--- src/rtl/evt_prio_pkg.sv ---
package evt_prio_pkg;
  localparam int NLEV = 14;
  localparam int CW   = $clog2(NLEV);
  localparam int L_RST   = 0;
  localparam int L_SMI   = 1;
  localparam int L_DBGP  = 2;
  localparam int L_DBGN  = 3;
  localparam int L_NMI   = 4;
  localparam int L_INTR  = 5;
  localparam int L_FETCH = 6;
  localparam int L_DEC   = 7;
  localparam int L_WAIT  = 8;
  localparam int L_ESC   = 9;
  localparam int L_FPE   = 10;
  localparam int L_SEG   = 11;
  localparam int L_PAGE  = 12;
  localparam int L_ALIGN = 13;
endpackage

--- src/rtl/evt_qualify.sv ---
module evt_qualify
  import evt_prio_pkg::*;
(
  input  logic            rst_evt_i,
  input  logic            smi_i,
  input  logic            dbg_prev_i,
  input  logic            dbg_next_i,
  input  logic            nmi_elig_i,
  input  logic            intr_i,
  input  logic            if_i,
  input  logic            ts_i,
  input  logic            mp_i,
  input  logic            em_i,
  input  logic            ne_i,
  input  logic            fetch_flt_i,
  input  logic            decode_flt_i,
  input  logic            wait_ins_i,
  input  logic            esc_ins_i,
  input  logic            fp_exc_i,
  input  logic            seg_flt_i,
  input  logic            page_flt_i,
  input  logic            align_flt_i,
  output logic [NLEV-1:0] req_o
);
  always_comb begin
    req_o          = '0;
    req_o[L_RST]   = rst_evt_i;
    req_o[L_SMI]   = smi_i;
    req_o[L_DBGP]  = dbg_prev_i;
    req_o[L_DBGN]  = dbg_next_i;
    req_o[L_NMI]   = nmi_elig_i;
    req_o[L_INTR]  = intr_i & if_i;
    req_o[L_FETCH] = fetch_flt_i;
    req_o[L_DEC]   = decode_flt_i;
    req_o[L_WAIT]  = wait_ins_i & ts_i & mp_i;
    req_o[L_ESC]   = esc_ins_i & (em_i | ts_i);
    req_o[L_FPE]   = fp_exc_i & ne_i;
    req_o[L_SEG]   = seg_flt_i;
    req_o[L_PAGE]  = page_flt_i;
    req_o[L_ALIGN] = align_flt_i;
  end
endmodule

--- src/rtl/evt_prio_pick.sv ---
module evt_prio_pick #(
  parameter int N  = 14,
  parameter int CW = $clog2(N)
) (
  input  logic [N-1:0]  req_i,
  output logic [N-1:0]  grant_o,
  output logic [CW-1:0] code_o,
  output logic          any_o
);
  logic [N:0] higher;
  assign higher[0] = 1'b0;
  for (genvar g = 0; g < N; g++) begin : g_chain
    assign grant_o[g]  = req_i[g] & ~higher[g];
    assign higher[g+1] = higher[g] | req_i[g];
  end
  assign any_o = higher[N];

  always_comb begin
    code_o = '0;
    for (int k = 0; k < N; k++)
      if (grant_o[k]) code_o = CW'(k);
  end
endmodule

--- src/rtl/evt_nmi_ctl.sv ---
module evt_nmi_ctl (
  input  logic clk,
  input  logic rst_n,
  input  logic nmi_i,
  input  logic done_i,
  input  logic taken_i,
  output logic elig_o,
  output logic block_o
);
  logic nmi_q, pend_q, rise;

  assign rise   = nmi_i & ~nmi_q;
  assign elig_o = pend_q & ~block_o;

  always_ff @(posedge clk or negedge rst_n) begin
    if (!rst_n) begin
      nmi_q   <= 1'b0;
      pend_q  <= 1'b0;
      block_o <= 1'b0;
    end else begin
      nmi_q <= nmi_i;
      if (rise)         pend_q <= 1'b1;
      else if (taken_i) pend_q <= 1'b0;
      if (taken_i)      block_o <= 1'b1;
      else if (done_i)  block_o <= 1'b0;
    end
  end


  nmi_capture_chk: assert property (@(posedge clk) disable iff (!rst_n)
    (nmi_i && !nmi_q) |=> pend_q);
endmodule

--- src/rtl/evt_prio_arb.sv ---
module evt_prio_arb
  import evt_prio_pkg::*;
(
  input  logic            clk,
  input  logic            rst_n,
  input  logic            boundary_i,
  input  logic            smi_i,
  input  logic            dbg_prev_i,
  input  logic            dbg_next_i,
  input  logic            nmi_i,
  input  logic            nmi_done_i,
  input  logic            intr_i,
  input  logic            if_i,
  input  logic            ts_i,
  input  logic            mp_i,
  input  logic            em_i,
  input  logic            ne_i,
  input  logic            fetch_flt_i,
  input  logic            decode_flt_i,
  input  logic            wait_ins_i,
  input  logic            esc_ins_i,
  input  logic            fp_exc_i,
  input  logic            seg_flt_i,
  input  logic            page_flt_i,
  input  logic            align_flt_i,
  output logic            take_o,
  output logic [CW-1:0]   code_o,
  output logic [NLEV-1:0] ack_o
);
  logic            rst_evt_q;
  logic            nmi_elig, nmi_block;
  logic [NLEV-1:0] req, grant;
  logic [CW-1:0]   win_code;
  logic            any;
  logic            fire;

  assign fire = boundary_i & any;

  evt_nmi_ctl u_nmi (
    .clk     (clk),
    .rst_n   (rst_n),
    .nmi_i   (nmi_i),
    .done_i  (nmi_done_i),
    .taken_i (boundary_i & grant[L_NMI]),
    .elig_o  (nmi_elig),
    .block_o (nmi_block)
  );

  evt_qualify u_qual (
    .rst_evt_i   (rst_evt_q),
    .smi_i       (smi_i),
    .dbg_prev_i  (dbg_prev_i),
    .dbg_next_i  (dbg_next_i),
    .nmi_elig_i  (nmi_elig),
    .intr_i      (intr_i),
    .if_i        (if_i),
    .ts_i        (ts_i),
    .mp_i        (mp_i),
    .em_i        (em_i),
    .ne_i        (ne_i),
    .fetch_flt_i (fetch_flt_i),
    .decode_flt_i(decode_flt_i),
    .wait_ins_i  (wait_ins_i),
    .esc_ins_i   (esc_ins_i),
    .fp_exc_i    (fp_exc_i),
    .seg_flt_i   (seg_flt_i),
    .page_flt_i  (page_flt_i),
    .align_flt_i (align_flt_i),
    .req_o       (req)
  );

  evt_prio_pick #(.N(NLEV), .CW(CW)) u_pick (
    .req_i   (req),
    .grant_o (grant),
    .code_o  (win_code),
    .any_o   (any)
  );

  always_ff @(posedge clk or negedge rst_n) begin
    if (!rst_n) begin
      rst_evt_q <= 1'b1;
      take_o    <= 1'b0;
      code_o    <= '0;
      ack_o     <= '0;
    end else begin
      if (boundary_i && grant[L_RST]) rst_evt_q <= 1'b0;
      take_o <= fire;
      code_o <= fire ? win_code : '0;
      ack_o  <= fire ? grant : '0;
    end
  end


  ack_onehot_chk: assert property (@(posedge clk) disable iff (!rst_n)
    $onehot0(ack_o) && (take_o == (ack_o != '0)));

  ack_code_chk: assert property (@(posedge clk) disable iff (!rst_n)
    take_o |-> ack_o[code_o]);

  take_boundary_chk: assert property (@(posedge clk) disable iff (!rst_n)
    take_o |-> $past(boundary_i));

  intr_enable_chk: assert property (@(posedge clk) disable iff (!rst_n)
    (take_o && code_o == CW'(L_INTR)) |-> $past(if_i));

  nmi_block_chk: assert property (@(posedge clk) disable iff (!rst_n)
    (take_o && code_o == CW'(L_NMI)) |-> !$past(nmi_block));
endmodule

--- config.mk ---
export PLATFORM = sky130hd
export DESIGN_NAME = evt_prio_arb
export DESIGN_NICKNAME = d
export VERILOG_FILES = /design/src/rtl/evt_prio_pkg.sv /design/src/rtl/evt_qualify.sv /design/src/rtl/evt_prio_pick.sv /design/src/rtl/evt_nmi_ctl.sv /design/src/rtl/evt_prio_arb.sv
export SDC_FILE = /design/constraint.sdc
export NUM_CORES = 1
export LEC_CHECK = 0
export BUFFER_PORTS_ARGS = -buffer_cell sky130_fd_sc_hd__buf_2
export CORE_ASPECT_RATIO = 0.9
export CORE_MARGIN = 2
export CORE_UTILIZATION = 48
export DETAILED_ROUTE_END_ITERATION = 10
export PLACE_DENSITY = 0.77
export REMOVE_ABC_BUFFERS = 1
export SLEW_MARGIN = 20
export SYNTH_ARGS = -nofsm -noshare
export SYNTH_HDL_FRONTEND = slang
export SYNTH_HIERARCHICAL = 1
export SYNTH_SLANG_ARGS = --single-unit
--- constraint.sdc ---
create_clock -name clk -period 2.1 [get_ports clk]
set_input_delay 0.42 -clock clk [delete_from_list [all_inputs] [get_ports clk]]
set_output_delay 0.42 -clock clk [all_outputs]
set_load 0.02 [all_outputs]
======== After elaboration in Yosys (flattened, before gate mapping) ========
Index checks and enable logic that the tools add are counted.
storage, ports and cells
  word-level logic and storage cells ...... 80
  output and inout bits ................... 19
  bits in registers ....................... 23
cells by class
  mux-type cells .......................... 19
  reduce and logical (&&, ||, !) cells .... 3
  bitwise operators ....................... 51
operators with widths
  kind                count
  4-bit two-way mux   13
  1-bit bitwise AND   22
  1-bit NOT           15
  14-bit two-way mux  1
  1-bit bitwise OR    14
  1-bit two-way mux   5
  2-bit nonzero test  2
  1-bit logical AND   1

======== Longest topological paths before layout ========
  depth in word-level cells ............... 16
  depth in mapped cells ................... 8
  mapped depth without buffers ............ 7

======== Cells and area by module ========
The synthesis kept the hierarchy.
by module, submodules not included
  module         cells an instance  area each (µm²)  times used
  evt_prio_arb   44                 665.6            1
  evt_prio_pick  45                 279.0            1
  evt_nmi_ctl    9                  110.1            1
  evt_qualify    14                 101.3            1

======== Least setup slack after synthesis ========
OpenSTA, ideal clock, no wires.
  kind .................................... input to register
  from .................................... input port wait_ins_i
  to ...................................... register take_o
  stages on the path ...................... 5
  arrival time ............................ 1.788 ns
  path slack .............................. 0.192 ns
  buffers on the path ..................... 1
  cells stage by stage .................... and3_1 > nor4_1 > nand3_1 > buf_6 > and2_2
on the way
  longest elaborated chain between the ends .. 9
RTL lines
  item                            RTL line             source
  start, declared                 evt_prio_arb.sv:20   input logic wait_ins_i,
  1-bit bitwise AND (2 in a row)  evt_qualify.sv:35    req_o[L_WAIT] = wait_ins_i & ts_i & mp_i;
  1-bit bitwise OR (6 in a row)   evt_prio_pick.sv:14  assign higher[g+1] = higher[g] | req_i[g];
  named net any                   evt_prio_arb.sv:34   logic any;
  1-bit bitwise AND               evt_prio_arb.sv:37   assign fire = boundary_i & any;
  named net fire                  evt_prio_arb.sv:35   logic fire;
  end signal, assigned            evt_prio_arb.sv:87   take_o <= fire;
  end, declared                   evt_prio_arb.sv:26   output logic take_o,
The timed path passes the listed nets, and every way through them passes these cells.
A chain may end at the register's enable or synchronous reset.

======== Worst setup path after layout ========
  from .................................... register u_nmi.pend_q
  to ...................................... register code_o[2]
on the way
  elaborated cells between the ends (all ways) .. 42
RTL lines
  item                            RTL line             source
  start, declared                 evt_nmi_ctl.sv:10    logic nmi_q, pend_q, rise;
  start signal, assigned          evt_nmi_ctl.sv:18    pend_q <= 1'b0;
  start signal, assigned          evt_nmi_ctl.sv:22    if (rise) pend_q <= 1'b1;
  start signal, assigned          evt_nmi_ctl.sv:23    else if (taken_i) pend_q <= 1'b0;
  1-bit bitwise AND               evt_nmi_ctl.sv:13    assign elig_o = pend_q & ~block_o;
  named net nmi_elig              evt_prio_arb.sv:31   logic nmi_elig, nmi_block;
  1-bit bitwise OR (10 in a row)  evt_prio_pick.sv:14
  named net any                   evt_prio_arb.sv:34
  1-bit bitwise AND               evt_prio_arb.sv:37
  4-bit two-way mux               evt_prio_arb.sv:88   code_o <= fire ? win_code : '0;
  end signal, assigned            evt_prio_arb.sv:88
  end, declared                   evt_prio_arb.sv:27   output logic [CW-1:0] code_o,
The timed path passes the listed nets, and every way through them passes these cells.

==> summary by stage <==
STA
Based on the critical path, the design can be clocked at up to 575 MHz. The total negative setup slack is 0 ps. The final worst clock skew is 10.6 ps. The max-slew violation total from the final report is 0. The worst path in the final design needs a cycle of 1740 ps, including I/O delays and setup. Setup repair after global routing left no endpoint under its margin. The worst path setup slack after routing is 361 ps. Hold is met by 47.1 ps. The transition time at the pin with the least slew margin is 507 ps. The final count of negative-setup-slack endpoints is 0. Dividing the final minimum period by the clock period gives 0.828. Headroom to the max-slew limit came out at 0.662. The count of endpoints failing hold in the final timing report is 0.

Floorplan
The starting density of the core is 0.520. The core region is 2220 µm². From left edge to right edge, the die measures 55.7 µm.

In this run the core area contains 16 standard-cell rows. The die outline area is 2820 µm². The die outline height is 50.6 µm. 41 I/O pins were placed.

Critical path
The signal on the critical path passes through inv_1 > nor2_1 > nor4_2 > and2_4 > nand3_1 > buf_4 > and3_2. The depth of the worst register-to-register path is 7. The highest-delay cell along the critical path is sky130_fd_sc_hd__dfrtp_1. STA classifies the critical path endpoint as a flip-flop. The worst setup path category is reg -> reg. The startpoint identified for the worst register-to-register timing path is u_nmi/pend_q.

The worst-case register-to-register setup slack is 360 ps. The capturing point of the worst reg2reg path is code_o[2]. The startpoint type of the worst setup path is a flip-flop.

At the worst endpoint, the arrival time is 1950 ps. Along the worst path, the maximum fanout reaches 19. The delay of the slowest cell on the worst path is 380 ps. The required arrival time at the worst endpoint is 2310 ps.

Synthesis
The cell area that synthesis handed to floorplanning was 1160 µm². The synthesized instance count is 112. The area share of the largest cell type after synthesis is 0.476. The post-synthesis area per instance is 10.3 µm². Ranked by total cell area, the synthesized netlist is headed by sky130_fd_sc_hd__dfrtp_1, sky130_fd_sc_hd__and3_2, sky130_fd_sc_hd__buf_4. The sequential element share of the synthesized area is 0.499. The number of register bits inferred by synthesis is 23. The count of different cell masters after synthesis is 34. The biggest area contributor in the post-synthesis netlist is sky130_fd_sc_hd__dfrtp_1.

The number of warnings issued by yosys is 6.

Outcome
The flow ran to the end, and the final reports show no timing, DRC or antenna violations.

Clocking
The hold buffer count at CTS is 0. No sink is reached through more buffers than the 2 on the longest clock path. The number of H-tree levels is 1. At the later pin of the worst-skew pair, clock insertion delay measures 310 ps. After clock tree synthesis, the setup repair step added 0 buffers.

TritonCTS created 3 clock buffers. The clock-pin transition on the worst setup and hold timing paths is 130 ps. The CTS tree is built.

The clock tree root buffer cell is sky130_fd_sc_hd__clkbuf_4. The clock drives 23 sinks. The post-cts sizing count is 0.

Cells and area
The number of antenna diodes in the final layout is 0. In the final layout, the share of cells above drive strength 1 is 0.476. The filler cells instantiated in the layout total 197.

The growth of design area from synthesis to finish is 15.8%. At the end of the flow, the number of nets in the layout was 168. The finished layout cell area is 1340 µm². The commonest non-fill, non-tap cell in the layout is sky130_fd_sc_hd__buf_2.

Leaving out fill and tap cells, the most frequent cells in the layout are sky130_fd_sc_hd__buf_2, sky130_fd_sc_hd__dfrtp_1, sky130_fd_sc_hd__and3_2, sky130_fd_sc_hd__and3_1, sky130_fd_sc_hd__nor2_1.

Drt
After the first detailed-routing iteration, the DRC count stood at 57. The via density per instance is 5.40. After detailed routing, the number of remaining DRC violations is 0.

In this run the remaining antenna-violating nets after routing total 0. The overall routed net length is 2.38 mm. The routed via count is 928. Dividing the detail-routed wire length by the instance count gives 13.8 µm. The number of optimization iterations in the first detailed-route pass is 4.

Pwr
Total power for the finished layout comes to 774 µW. The power density normalized to cell area is 578 nW/µm². In this run the static leakage power is 0.000778 µW.

The maximum vdd ir drop is 483 µV.

Place
The area after detailed placement is 1310 µm². Before CTS, the worst setup slack after placement is 241 ps. The congestion estimate from routability-driven global placement came to 0.837.

After legalization and detailed placement, the total HPWL measured 1.81 mm. The quantity of I/O buffers inserted on ports is 40.

GRT
The pin count of the biggest net entering global routing is 24. In the global route stage, overall resource usage came out at 0.178. The residual overflow from global routing is 0. The number of global-route vias before repair is 855.

The initial antenna violation count came to 0. The first global-routing pass estimated 3.81 mm of wire.

Min path
The type of the tightest min-delay check is in -> async.

Job
Max-cap violations in this run came to 0.
==> Yosys cell counts <==
cell	count
sky130_fd_sc_hd__a21o_1	1
sky130_fd_sc_hd__o22ai_2	1
sky130_fd_sc_hd__and3_1	10
sky130_fd_sc_hd__nor4_1	2
sky130_fd_sc_hd__nor3_1	2
sky130_fd_sc_hd__buf_6	1
sky130_fd_sc_hd__inv_1	7
sky130_fd_sc_hd__nor4b_1	1
sky130_fd_sc_hd__and2_2	2
sky130_fd_sc_hd__buf_4	11
sky130_fd_sc_hd__o31ai_1	1
sky130_fd_sc_hd__and2_1	3
sky130_fd_sc_hd__nor4_4	1
sky130_fd_sc_hd__nand2_1	1
sky130_fd_sc_hd__o32ai_1	1
sky130_fd_sc_hd__o21ai_0	1
sky130_fd_sc_hd__nor3b_1	2
sky130_fd_sc_hd__and3_2	13
sky130_fd_sc_hd__dfstp_2	1
sky130_fd_sc_hd__o21a_1	1
sky130_fd_sc_hd__nor2b_1	1
sky130_fd_sc_hd__and2_4	1
sky130_fd_sc_hd__nand2_2	2
sky130_fd_sc_hd__nand2b_1	1
sky130_fd_sc_hd__o22ai_1	1
sky130_fd_sc_hd__or4_1	1
sky130_fd_sc_hd__a21boi_0	1
sky130_fd_sc_hd__a211oi_1	1
sky130_fd_sc_hd__nor2_1	10
sky130_fd_sc_hd__a21oi_1	4
sky130_fd_sc_hd__dfrtp_1	22
sky130_fd_sc_hd__clkbuf_1	2
sky130_fd_sc_hd__nand3_1	1
sky130_fd_sc_hd__nor4_2	1
==> worst max path at each step <==
stage          slack (ps)         to         start
3_3_place_gp          310  code_o[1]        intr_i
2_1_floorplan         160   ack_o[0]    wait_ins_i
4_1_cts               360  code_o[2]  u_nmi/pend_q
6_report              360  code_o[2]  u_nmi/pend_q
3_5_place_dp          240  code_o[2]    dbg_prev_i
5_1_grt               270  code_o[2]  u_nmi/pend_q
==> final cells by class <==
class / instances / area [µm²] / area share
flip-flops and latches: 23 / 577 / 0.431
multi-input cells: 68 / 452 / 0.337
repair buffers: 43 / 223 / 0.166
well taps: 27 / 33.8 / 0.0252
inverters: 7 / 26.3 / 0.0196
clock buffers: 3 / 22.5 / 0.0168
clock inverters: 1 / 5.00 / 0.00374
==> flip-flops by register name, summed over array words and instances, names as in the netlist <==
| register | flops |
|---|---|
| u_nmi/block_o | 1 |
| u_nmi/nmi_q | 1 |
| u_nmi/pend_q | 1 |
| take_o | 1 |
| ack_o | 14 |
| rst_evt_q | 1 |
| code_o | 4 |
==> worst max-delay path: cells and delay by family, from the launching register on <==
kind / cells / cell delay [ps]
DFF: 1 / 380
and+or+nand+nor: 5 / 950
buffers and inverters: 2 / 290
==> power breakdown <==
group / switching (µW) / internal, µW / total, µW / leakage, µW
Combinational: 68.6 / 45.4 / 114 / 0.000456
Sequential: 2.72 / 453 / 456 / 0.000304
Clock: 133 / 71.2 / 204 / 0.0000177
==> cell families (layout without fill, tap and decap cells) <==
family	after synthesis	after routing	synth area share
AOI/OAI and AO/OA	13	13	0.0779
buffers and inverters	21	54	0.110
DFF	23	23	0.499
and+or+nand+nor	55	55	0.313
==> stage by stage <==
| step | utilization | std cells |
|---|---|---|
| 3_3_place_gp | 0.590 | 168 |
| 2_1_floorplan | - | 98 |
| 3_5_place_dp | 0.590 | 168 |
| 6_report | 0.602 | 172 |
| 5_1_grt | 0.602 | 172 |
| 4_1_cts | 0.602 | 172 |
==> per-layer routing <==
layer  global-route usage  part of all wire  vias to the layer above  wire, µm
met5                    0                 0                        -         0
met4               0.0366             0.013                        0        31
met3               0.0567             0.073                        4       173
met2                0.310              0.52                       43      1240
met1                0.218              0.39                      439       926
li1                     -                 -                      442         -
Note: power is estimated with default switching activity, not from simulation.
